[src/rtl/rxf_pkg.sv]
package rxf_pkg;

   typedef enum logic [1:0] {
      TRIG_ONE   = 2'b00,
      TRIG_TWO   = 2'b01,
      TRIG_FOUR  = 2'b10,
      TRIG_SIX   = 2'b11
   } trig_code_e;

   localparam int MAX_LEVEL = 6;

   function automatic int level_of(input logic [1:0] code);
      case (trig_code_e'(code))
         TRIG_ONE:  return 1;
         TRIG_TWO:  return 2;
         TRIG_FOUR: return 4;
         default:   return 6;
      endcase
   endfunction

endpackage

[src/rtl/rxf_store.sv]
module rxf_store #(
   parameter int W     = 16,
   parameter int DEPTH = 8,
   localparam int PW   = (DEPTH > 1) ? $clog2(DEPTH) : 1,
   localparam int CW   = $clog2(DEPTH + 1)
) (
   input  logic          clk,
   input  logic          rst_n,
   input  logic          push,
   input  logic [W-1:0]  din,
   input  logic          pop,
   output logic [W-1:0]  dout,
   output logic [CW-1:0] cnt,
   output logic [CW-1:0] cnt_nxt,
   output logic          push_drop,
   output logic          pop_empty,
   output logic          pop_take
);

   localparam logic [CW-1:0] FULL_CNT = CW'(DEPTH);
   localparam logic [PW-1:0] LAST_IDX = PW'(DEPTH - 1);

   logic [W-1:0]  slot [DEPTH];
   logic [PW-1:0] wr_ptr, rd_ptr;
   logic          push_take;

   assign push_take = push && (cnt != FULL_CNT);
   assign push_drop = push && (cnt == FULL_CNT);
   assign pop_take  = pop && (cnt != '0);
   assign pop_empty = pop && (cnt == '0);
   assign cnt_nxt   = cnt + CW'(push_take) - CW'(pop_take);

   for (genvar i = 0; i < DEPTH; i++) begin : g_slot
      always_ff @(posedge clk) begin
         if (push_take && (wr_ptr == PW'(i)))
            slot[i] <= din;
      end
   end

   always_ff @(posedge clk or negedge rst_n) begin
      if (!rst_n) begin
         wr_ptr <= '0;
         rd_ptr <= '0;
         cnt    <= '0;
         dout   <= '0;
      end else begin
         cnt <= cnt_nxt;
         if (push_take)
            wr_ptr <= (wr_ptr == LAST_IDX) ? '0 : wr_ptr + 1'b1;
         if (pop_take) begin
            dout   <= slot[rd_ptr];
            rd_ptr <= (rd_ptr == LAST_IDX) ? '0 : rd_ptr + 1'b1;
         end
      end
   end

endmodule

[src/rtl/rxf_level.sv]
module rxf_level #(
   parameter int DEPTH     = 8,
   parameter bit REG_LEVEL = 1'b0,
   localparam int CW       = $clog2(DEPTH + 1)
) (
   input  logic          clk,
   input  logic          rst_n,
   input  logic [1:0]    trig_sel,
   output logic [CW-1:0] lvl
);
   import rxf_pkg::*;

   logic [CW-1:0] lvl_dec;

   always_comb lvl_dec = CW'(level_of(trig_sel));

   if (REG_LEVEL) begin : g_reg
      always_ff @(posedge clk or negedge rst_n) begin
         if (!rst_n) lvl <= CW'(1);
         else        lvl <= lvl_dec;
      end
   end else begin : g_comb
      assign lvl = lvl_dec;
   end

endmodule

[src/rtl/rxf_flag.sv]
module rxf_flag #(
   parameter int DEPTH = 8,
   localparam int CW   = $clog2(DEPTH + 1)
) (
   input  logic          clk,
   input  logic          rst_n,
   input  logic [CW-1:0] cnt_nxt,
   input  logic [CW-1:0] lvl,
   input  logic          wr_en,
   input  logic          wr_val,
   input  logic          dma_take,
   input  logic          req_en,
   input  logic          push_drop,
   input  logic          pop_empty,
   output logic          rdf,
   output logic          ovf,
   output logic          unf
);

   logic at_level, sw_zero, dma_drain, clr, rdf_nxt;

   assign at_level  = (cnt_nxt >= lvl);
   assign sw_zero   = wr_en && !wr_val;
   assign dma_drain = dma_take && req_en;
   assign clr       = sw_zero || dma_drain;
   assign rdf_nxt   = at_level || (rdf && !clr);

   always_ff @(posedge clk or negedge rst_n) begin
      if (!rst_n) begin
         rdf <= 1'b0;
         ovf <= 1'b0;
         unf <= 1'b0;
      end else begin
         rdf <= rdf_nxt;
         if (push_drop) ovf <= 1'b1;
         if (pop_empty) unf <= 1'b1;
      end
   end

endmodule

[src/rtl/rx_trig_fifo.sv]
module rx_trig_fifo #(
   parameter int W         = 16,
   parameter int DEPTH     = 8,
   parameter bit REG_LEVEL = 1'b0,
   localparam int CW       = $clog2(DEPTH + 1)
) (
   input  logic          clk,
   input  logic          rst_n,
   input  logic          push_valid,
   input  logic [W-1:0]  push_data,
   input  logic          rd_en,
   input  logic          rd_dma,
   output logic [W-1:0]  rd_data,
   input  logic [1:0]    trig_sel,
   input  logic          req_en,
   input  logic          flag_wr_en,
   input  logic          flag_wr_val,
   output logic          rdf,
   output logic          req,
   output logic [CW-1:0] fill_cnt,
   output logic          ovf,
   output logic          unf
);

   if (DEPTH < rxf_pkg::MAX_LEVEL) begin : g_bad_depth
      $error("rx_trig_fifo: DEPTH must be at least the largest trigger level");
   end
   if (W < 1) begin : g_bad_width
      $error("rx_trig_fifo: W must be positive");
   end

   logic [CW-1:0] cnt_nxt;
   logic [CW-1:0] lvl;
   logic          push_drop, pop_empty, pop_take;

   rxf_store #(.W(W), .DEPTH(DEPTH)) u_store (
      .clk       (clk),
      .rst_n     (rst_n),
      .push      (push_valid),
      .din       (push_data),
      .pop       (rd_en),
      .dout      (rd_data),
      .cnt       (fill_cnt),
      .cnt_nxt   (cnt_nxt),
      .push_drop (push_drop),
      .pop_empty (pop_empty),
      .pop_take  (pop_take)
   );

   rxf_level #(.DEPTH(DEPTH), .REG_LEVEL(REG_LEVEL)) u_level (
      .clk      (clk),
      .rst_n    (rst_n),
      .trig_sel (trig_sel),
      .lvl      (lvl)
   );

   rxf_flag #(.DEPTH(DEPTH)) u_flag (
      .clk       (clk),
      .rst_n     (rst_n),
      .cnt_nxt   (cnt_nxt),
      .lvl       (lvl),
      .wr_en     (flag_wr_en),
      .wr_val    (flag_wr_val),
      .dma_take  (pop_take && rd_dma),
      .req_en    (req_en),
      .push_drop (push_drop),
      .pop_empty (pop_empty),
      .rdf       (rdf),
      .ovf       (ovf),
      .unf       (unf)
   );

   assign req = rdf && req_en;

endmodule

[config.mk]
export PLATFORM = sky130hd
export DESIGN_NAME = rx_trig_fifo
export DESIGN_NICKNAME = d
export VERILOG_FILES = /design/src/rtl/rxf_pkg.sv /design/src/rtl/rxf_store.sv /design/src/rtl/rxf_level.sv /design/src/rtl/rxf_flag.sv /design/src/rtl/rx_trig_fifo.sv
export SDC_FILE = /design/constraint.sdc
export NUM_CORES = 1
export LEC_CHECK = 0
export BUFFER_PORTS_ARGS = -buffer_cell sky130_fd_sc_hd__buf_2
export CORE_UTILIZATION = 45
export CTS_BUF_LIST = sky130_fd_sc_hd__clkbuf_4 sky130_fd_sc_hd__clkbuf_8 sky130_fd_sc_hd__clkbuf_16
export DETAILED_ROUTE_END_ITERATION = 8
export GPL_TIMING_DRIVEN = 1
export PLACE_DENSITY_LB_ADDON = 0.12
export SLEW_MARGIN = 5
export SYNTH_ARGS = -nofsm -noshare
export SYNTH_HDL_FRONTEND = slang
export SYNTH_HIERARCHICAL = 1
export SYNTH_SLANG_ARGS = --single-unit
[constraint.sdc]
create_clock -name clk -period 2.73 [get_ports clk]
set_input_delay 0.1365 -clock clk [delete_from_list [all_inputs] [get_ports clk]]
set_output_delay 0.1365 -clock clk [all_outputs]
set_load 0.005 [all_outputs]
==> impl_metrics.yaml, run 1 <==
clocking:
  cts_num_sinks: 157
  root_buffer: "clkbuf_16"
  numCtsBuffers: 17
  clock_insertion_delay_worst_skew_ns: 0.42
  clkTransAtPathRegs_ns: 0.06
  cts_max_level: 4
  clk_path_buf_depth: 2
  post-cts-setup-buffers: 0
  cts_tree: "yes"
routing:
  vias: 3553
  first_pass_iters: 4
  wl_um: 13300
  via_per_inst: 5.34
  wl_per_cell_um: 20.0
  drc_errors: 0
  drtIter0Drc: 256
  ant_nets: 0
layout:
  diodes: 0
  area_growth_pct: 19.4
  finalNonFillerCells: 665
  fillers: 1150
  fin_nets: 517
  drive_gt1_frac: 0.328
synth:
  synth_nets: 433
  synth_top_area_frac: 0.587
  synth_area_um2: 6550
  synth_warnings: 6
  postSynthAreaPerCell_um2: 16.9
  ys_seq_area_frac: 0.698
  synth_seq_cells: 157
  synth_top_cell_by_area: "edfxtp_1"
  postSynthCellCount: 388
  synth_cell_types: 36
  synth_area_leaders: "edfxtp_1 59%, dfrtp_1 11%, mux2i_1 5.2%"
timing:
  relSlewSlack: 0.440
  fin_crit_sh: 0.940
  drv_slew: 0
  rsz0062_at_grt: "false"
  skew_ns: 0.00775
  setup_violations: 0
  hold_violations: 0
  worstMarginPinSlew_ns: 0.838
  min_period_ns: 2.57
  timing.fmax_mhz: 390
min_path:
  min_path_type: "in -> reg"
setup_path:
  critical_path.cell_chain: "inv_2 > ha_4 > nor3b_4 > nand2b_4 > inv_4 > ha_4 > inv_2 > ha_4 > inv_2 > fa_2 > inv_2 > ha_4 > a211oi_2 > o21ai_1"
  arrival_ns: 2.87
  end_kind: "flop"
  r2r_end: "u_flag/rdf"
  crit_slowest_cell: "fa_2"
  cp_max_fo: 3
  cp_data_required_time_ns: 3.03
  cp_slowest_stage_delay_ns: 0.53
  setup.worst_path.start: "u_store/cnt[3]"
  critPathCapture: "u_flag/rdf"
  startpoint_type: "flop"
  critical_path_class: "reg -> reg"
  rrSetupSlack_ns: 0.16
  worstReg2RegStart: "u_store/cnt[3]"
  reg2reg_depth: 14
global_routing:
  grt_pass1_wl_um: 20800
  overflow: 0
  track_usage: 0.198
  first_global_vias: 3701
  grt_max_degree: 31
  antenna_found_initial: 0
placement:
  dp_cells: 616
  place_congestion: 0.722
  dp_hpwl_um: 7660
  port_buffers: 49
floorplanning:
  core_um2: 14000
  initial_core_util: 0.466
  dieArea_um2: 15000
  fp-row-count: 43
  die_w_um: 123
  die_y_um: 123
  ios: 50
job:
  cap_violations: 0
pwr:
  p_total_uw: 8320
  irDropWorstVdd_uv: 544
  p_per_area_nw_per_um2: 1060
  power_leakage_uw: 0.00298
outcome:
  status: "completed"
## routing by layer
layer	up-vias	share of wire	track usage
li1	1658	-	-
met1	1794	0.44	0.260
met2	85	0.50	0.320
met3	16	0.046	0.0432
met4	0	0.014	0.0793
met5	-	0	0
## through the flow
stage          setup TNS, ns  hold slack (ns)  worst slack, ns  utilization  instance area [µm²]
2_1_floorplan        -0.0945           -0.159          -0.0945            -                 6610
3_3_place_gp               0            0.267            0.135        0.503                 7060
3_5_place_dp               0            0.286           0.0718        0.503                 7060
4_1_cts                    0           0.0375           0.0278        0.555                 7790
5_1_grt                    0           0.0551          0.00156        0.557                 7820
6_report                   0           0.0456            0.164        0.557                 7820
## cells in the final DEF, fill, tap and decap left out, types with 2 or more instances in the layout
master / synthesis / final
a22o_1: 16 / 16
and2_1: 5 / 5
and3_1: 7 / 7
buf_2: 7 / 49
buf_4: 2 / 20
bufinv_16: 0 / 2
clkbuf_16: 0 / 17
clkbuf_4: 0 / 2
clkinv_1: 0 / 3
clkinv_2: 0 / 3
clkinvlp_4: 0 / 4
dfrtp_1: 29 / 28
dlygate4sd3_1: 0 / 17
edfxtp_1: 128 / 128
ha_1: 18 / 14
ha_4: 0 / 4
inv_1: 15 / 10
inv_2: 2 / 6
mux2_1: 9 / 9
mux2_2: 26 / 26
mux2i_1: 34 / 34
nand2_1: 2 / 2
nand2b_1: 6 / 5
nor2_1: 5 / 5
o21ai_0: 18 / 17
o21ai_1: 2 / 3
o22ai_1: 16 / 16
o31ai_2: 16 / 16
or2_2: 2 / 2
## registers in the layout, summed over array words and instances (netlist names)
signal          flops
u_store/slot      128
u_store/dout       16
u_store/cnt         4
u_store/rd_ptr      3
u_store/wr_ptr      3
u_flag/ovf          1
u_flag/rdf          1
u_flag/unf          1
## worst max-delay path, delay by kind of cell, from the launching register on
kind	cells	cell delay (ns)
adders and majority gates	5	1.18
DFF	1	0.41
AOI/OAI and AO/OA	2	0.25
buffers and inverters	5	0.27
and+or+nand+nor	2	0.35
## worst min-delay path by stage
| stage | cells past startpoint | endpoint | slack [ns] | from |
|---|---|---|---|---|
| 6_report | 4 | u_flag/rdf | 0.05 | req_en |
| 5_1_grt | 4 | u_flag/rdf | 0.06 | req_en |
| 4_1_cts | 4 | u_flag/rdf | 0.04 | req_en |
| 3_5_place_dp | 1 | u_flag/rdf | 0.29 | rst_n |
| 3_3_place_gp | 1 | u_store/cnt[2] | 0.27 | rst_n |
| 2_1_floorplan | 0 | u_flag/ovf | -0.16 | rst_n |
## final cells by class
class | instances | area, µm² | area share
sequential | 157 | 4570 | 0.585
multi-input combinational | 193 | 1820 | 0.233
clock inverter | 13 | 125 | 0.0160
tap | 180 | 225 | 0.0288
timing repair buffer | 86 | 566 | 0.0723
inverter | 17 | 66.3 | 0.00848
clock buffer | 19 | 440 | 0.0563
## cells by family (layout without fill, tap and decap cells)
| group | count (synthesis) | in the layout | synth area share |
|---|---|---|---|
| adders and majority gates | 19 | 19 | 0.0375 |
| DFF | 157 | 157 | 0.698 |
| buffers and inverters | 38 | 135 | 0.0344 |
| other | 1 | 1 | 0.000573 |
| AOI/OAI and AO/OA | 73 | 73 | 0.0877 |
| xor gates and xnor gates | 2 | 2 | 0.00268 |
| muxes | 69 | 69 | 0.112 |
| and+or+nand+nor | 29 | 29 | 0.0270 |
## synthesized netlist by cell type, drive strengths merged
library cell / n
o31ai: 16
buf: 15
a21o: 1
fa: 1
nor2: 5
o21ai: 20
a211oi: 1
clkbuf: 6
a21boi: 1
mux2: 35
edfxtp: 128
o22ai: 16
and3: 7
inv: 17
or2: 2
nand2: 2
a31oi: 1
mux2i: 34
dfrtp: 29
xor2: 1
xnor2: 1
nand2b: 6
conb: 1
nor3b: 1
ha: 18
a22o: 16
nor2b: 1
a21oi: 1
and2: 5
## timing repair
item / CTS / global route
hold endpoints to repair: 153 / 0
hold buffers: 17 / 0
resized for setup: 0 / 5
endpoints found under the setup margin: 0 / 1
## power breakdown
part	leakage (µW)	internal, µW	switching [µW]
registers	0.00150	3120	311
clock network	0.000268	1350	892
logic	0.00121	1270	1380
total	0.00298	5740	2590
Power figures use the tool's default switching activity.
==> inputs of run 2 (changes only) <==
==> constraint.sdc (replaced) <==
create_clock -name clk -period 2.73 [get_ports clk]
set_input_delay 0.546 -clock clk [delete_from_list [all_inputs] [get_ports clk]]
set_output_delay 0.546 -clock clk [all_outputs]
set_load 0.005 [all_outputs]
==> impl_metrics.yaml, run 2 (same netlist as run 1, synthesis figures left out) <==
outcome:
  status: "completed"
global_routing:
  grt_pass1_wl_um: 20600
  grt_max_degree: 30
  antenna_found_initial: 1
  overflow: 0
  track_usage: 0.198
  first_global_vias: 3552
job:
  cap_violations: 0
layout:
  multi_input_area_um2: 1820
  fillers: 1134
  regArea_um2: 4570
  final_util: 0.552
  reg_top3: "u_store/slot x128, u_store/dout x16, u_store/cnt x4"
  diodes: 0
  largest_reg_flops: 128
  top_register: "u_store/slot"
  drive_gt1_frac: 0.342
  fin_nets: 500
  mostFrequentLayoutCell: "edfxtp_1"
  area_growth_pct: 18.5
  layout_common_cells: "128 x edfxtp_1, 49 x buf_2, 34 x mux2i_1"
timing:
  finalWorstSetupSlack_ns: 0.136
  min_period_ns: 2.59
  hold_violations: 0
  worstMarginPinSlew_ns: 0.853
  finalSetupTns_ns: 0
  setup_violations: 0
  skew_ns: 0.00497
  timing.fmax_mhz: 385
  fin_crit_sh: 0.950
  drv_slew: 0
  rsz0062_at_grt: "false"
  relSlewSlack: 0.430
routing:
  first_pass_iters: 4
  via_per_inst: 5.38
  drtIter0Drc: 280
  vias: 3487
  drc_errors: 0
  wl_per_cell_um: 20.8
  ant_nets: 0
  wl_um: 13400
setup_path:
  end_kind: "flop"
  cp_data_required_time_ns: 3.03
  critical_path_class: "reg -> reg"
  cp_max_fo: 3
  rrSetupSlack_ns: 0.14
  reg2reg_depth: 14
  r2r_end: "u_flag/rdf"
  arrival_ns: 2.90
  startpoint_type: "flop"
  worstReg2RegStart: "u_store/cnt[3]"
pwr:
  irDropWorstVdd_uv: 663
  p_per_area_nw_per_um2: 1130
  power_leakage_uw: 0.00296
clocking:
  clock_insertion_delay_worst_skew_ns: 0.42
  cts_tree: "yes"
  clk_path_buf_depth: 2
  numCtsBuffers: 17
  root_buffer: "clkbuf_16"
  cts_num_sinks: 157
  cts_hold_buf: 0
  cts_max_level: 4
  clkTransAtPathRegs_ns: 0.06
floorplanning:
  initial_core_util: 0.466
  dieArea_um2: 15000
  core_um2: 14000
  ios: 50
  die_w_um: 123
  fp-row-count: 43
  die_y_um: 123
placement:
  place_congestion: 0.708
  port_buffers: 49
  dp_hpwl_um: 7680
  pre_cts_slack_ns: 0.0229
min_path:
  min_path_type: "in -> async"
## run 2: worst max path at each step
| stage | startpoint | end | slack [ns] | cells after the start |
|---|---|---|---|---|
| final | u_store/cnt[3] | u_flag/rdf | 0.14 | 14 |
| after floorplan | u_store/cnt[3] | u_flag/rdf | -0.09 | 15 |
| after global routing | u_store/cnt[2] | u_flag/rdf | 0.01 | 14 |
| after CTS | u_store/cnt[2] | u_flag/rdf | 0.01 | 14 |
| after detailed placement | u_store/cnt[2] | u_flag/rdf | 0.02 | 14 |
| after global placement | push_valid | u_flag/rdf | 0.12 | 12 |
## run 2: critical path: stages, from the launching register on
cell and delay [ns]:
dfrtp_1 0.41, inv_2 0.08, ha_4 0.12, nor3b_4 0.19, nand2b_4 0.18, inv_4 0.04, ha_4 0.20, inv_2 0.06
ha_4 0.12, inv_2 0.03, fa_2 0.52, inv_2 0.05, ha_4 0.21, a211oi_2 0.19, o21ai_1 0.09
## run 2: report_power, final
group / internal (µW) / total, µW / switching (µW) / leakage [µW]
logic: 1280 / 2700 / 1420 / 0.00114
clock network: 1720 / 2620 / 893 / 0.000315
registers: 3120 / 3430 / 303 / 0.00150
total: 6120 / 8740 / 2620 / 0.00296
## run 2: timing repair
| action | in CTS | in global routing |
|---|---|---|
| buffers inserted | 0 | 2 |
| gates resized for setup | 0 | 4 |
| endpoints found under the setup margin | 0 | 1 |
| hold endpoints to repair | 0 | 0 |
## run 2: cell type report
cell class,count,area share
Timing Repair Buffer,69,0.0526
Inverter,17,0.00855
Multi-Input combinational cell,193,0.235
Clock inverter,13,0.0284
Sequential cell,157,0.589
Tap cell,180,0.0290
Clock buffer,19,0.0568
## run 2: routing by layer
| metal | share of wire | track usage | vias to the layer above |
|---|---|---|---|
| met2 | 0.50 | 0.323 | 78 |
| met3 | 0.044 | 0.0493 | 15 |
| met4 | 0.011 | 0.0701 | 2 |
| met5 | 0.00097 | 0 | - |
| met1 | 0.45 | 0.256 | 1768 |
| li1 | - | - | 1624 |
## run 2: stage by stage
step	total power, µW	hold slack (ns)	area, µm²	cells
finish	8740	0.237	7750	648
global route	9210	0.280	7750	648
CTS	8740	0.249	7720	646
detailed placement	6130	0.471	7060	614
global placement	6040	0.448	7060	614
floorplan	5310	0.250	6610	388
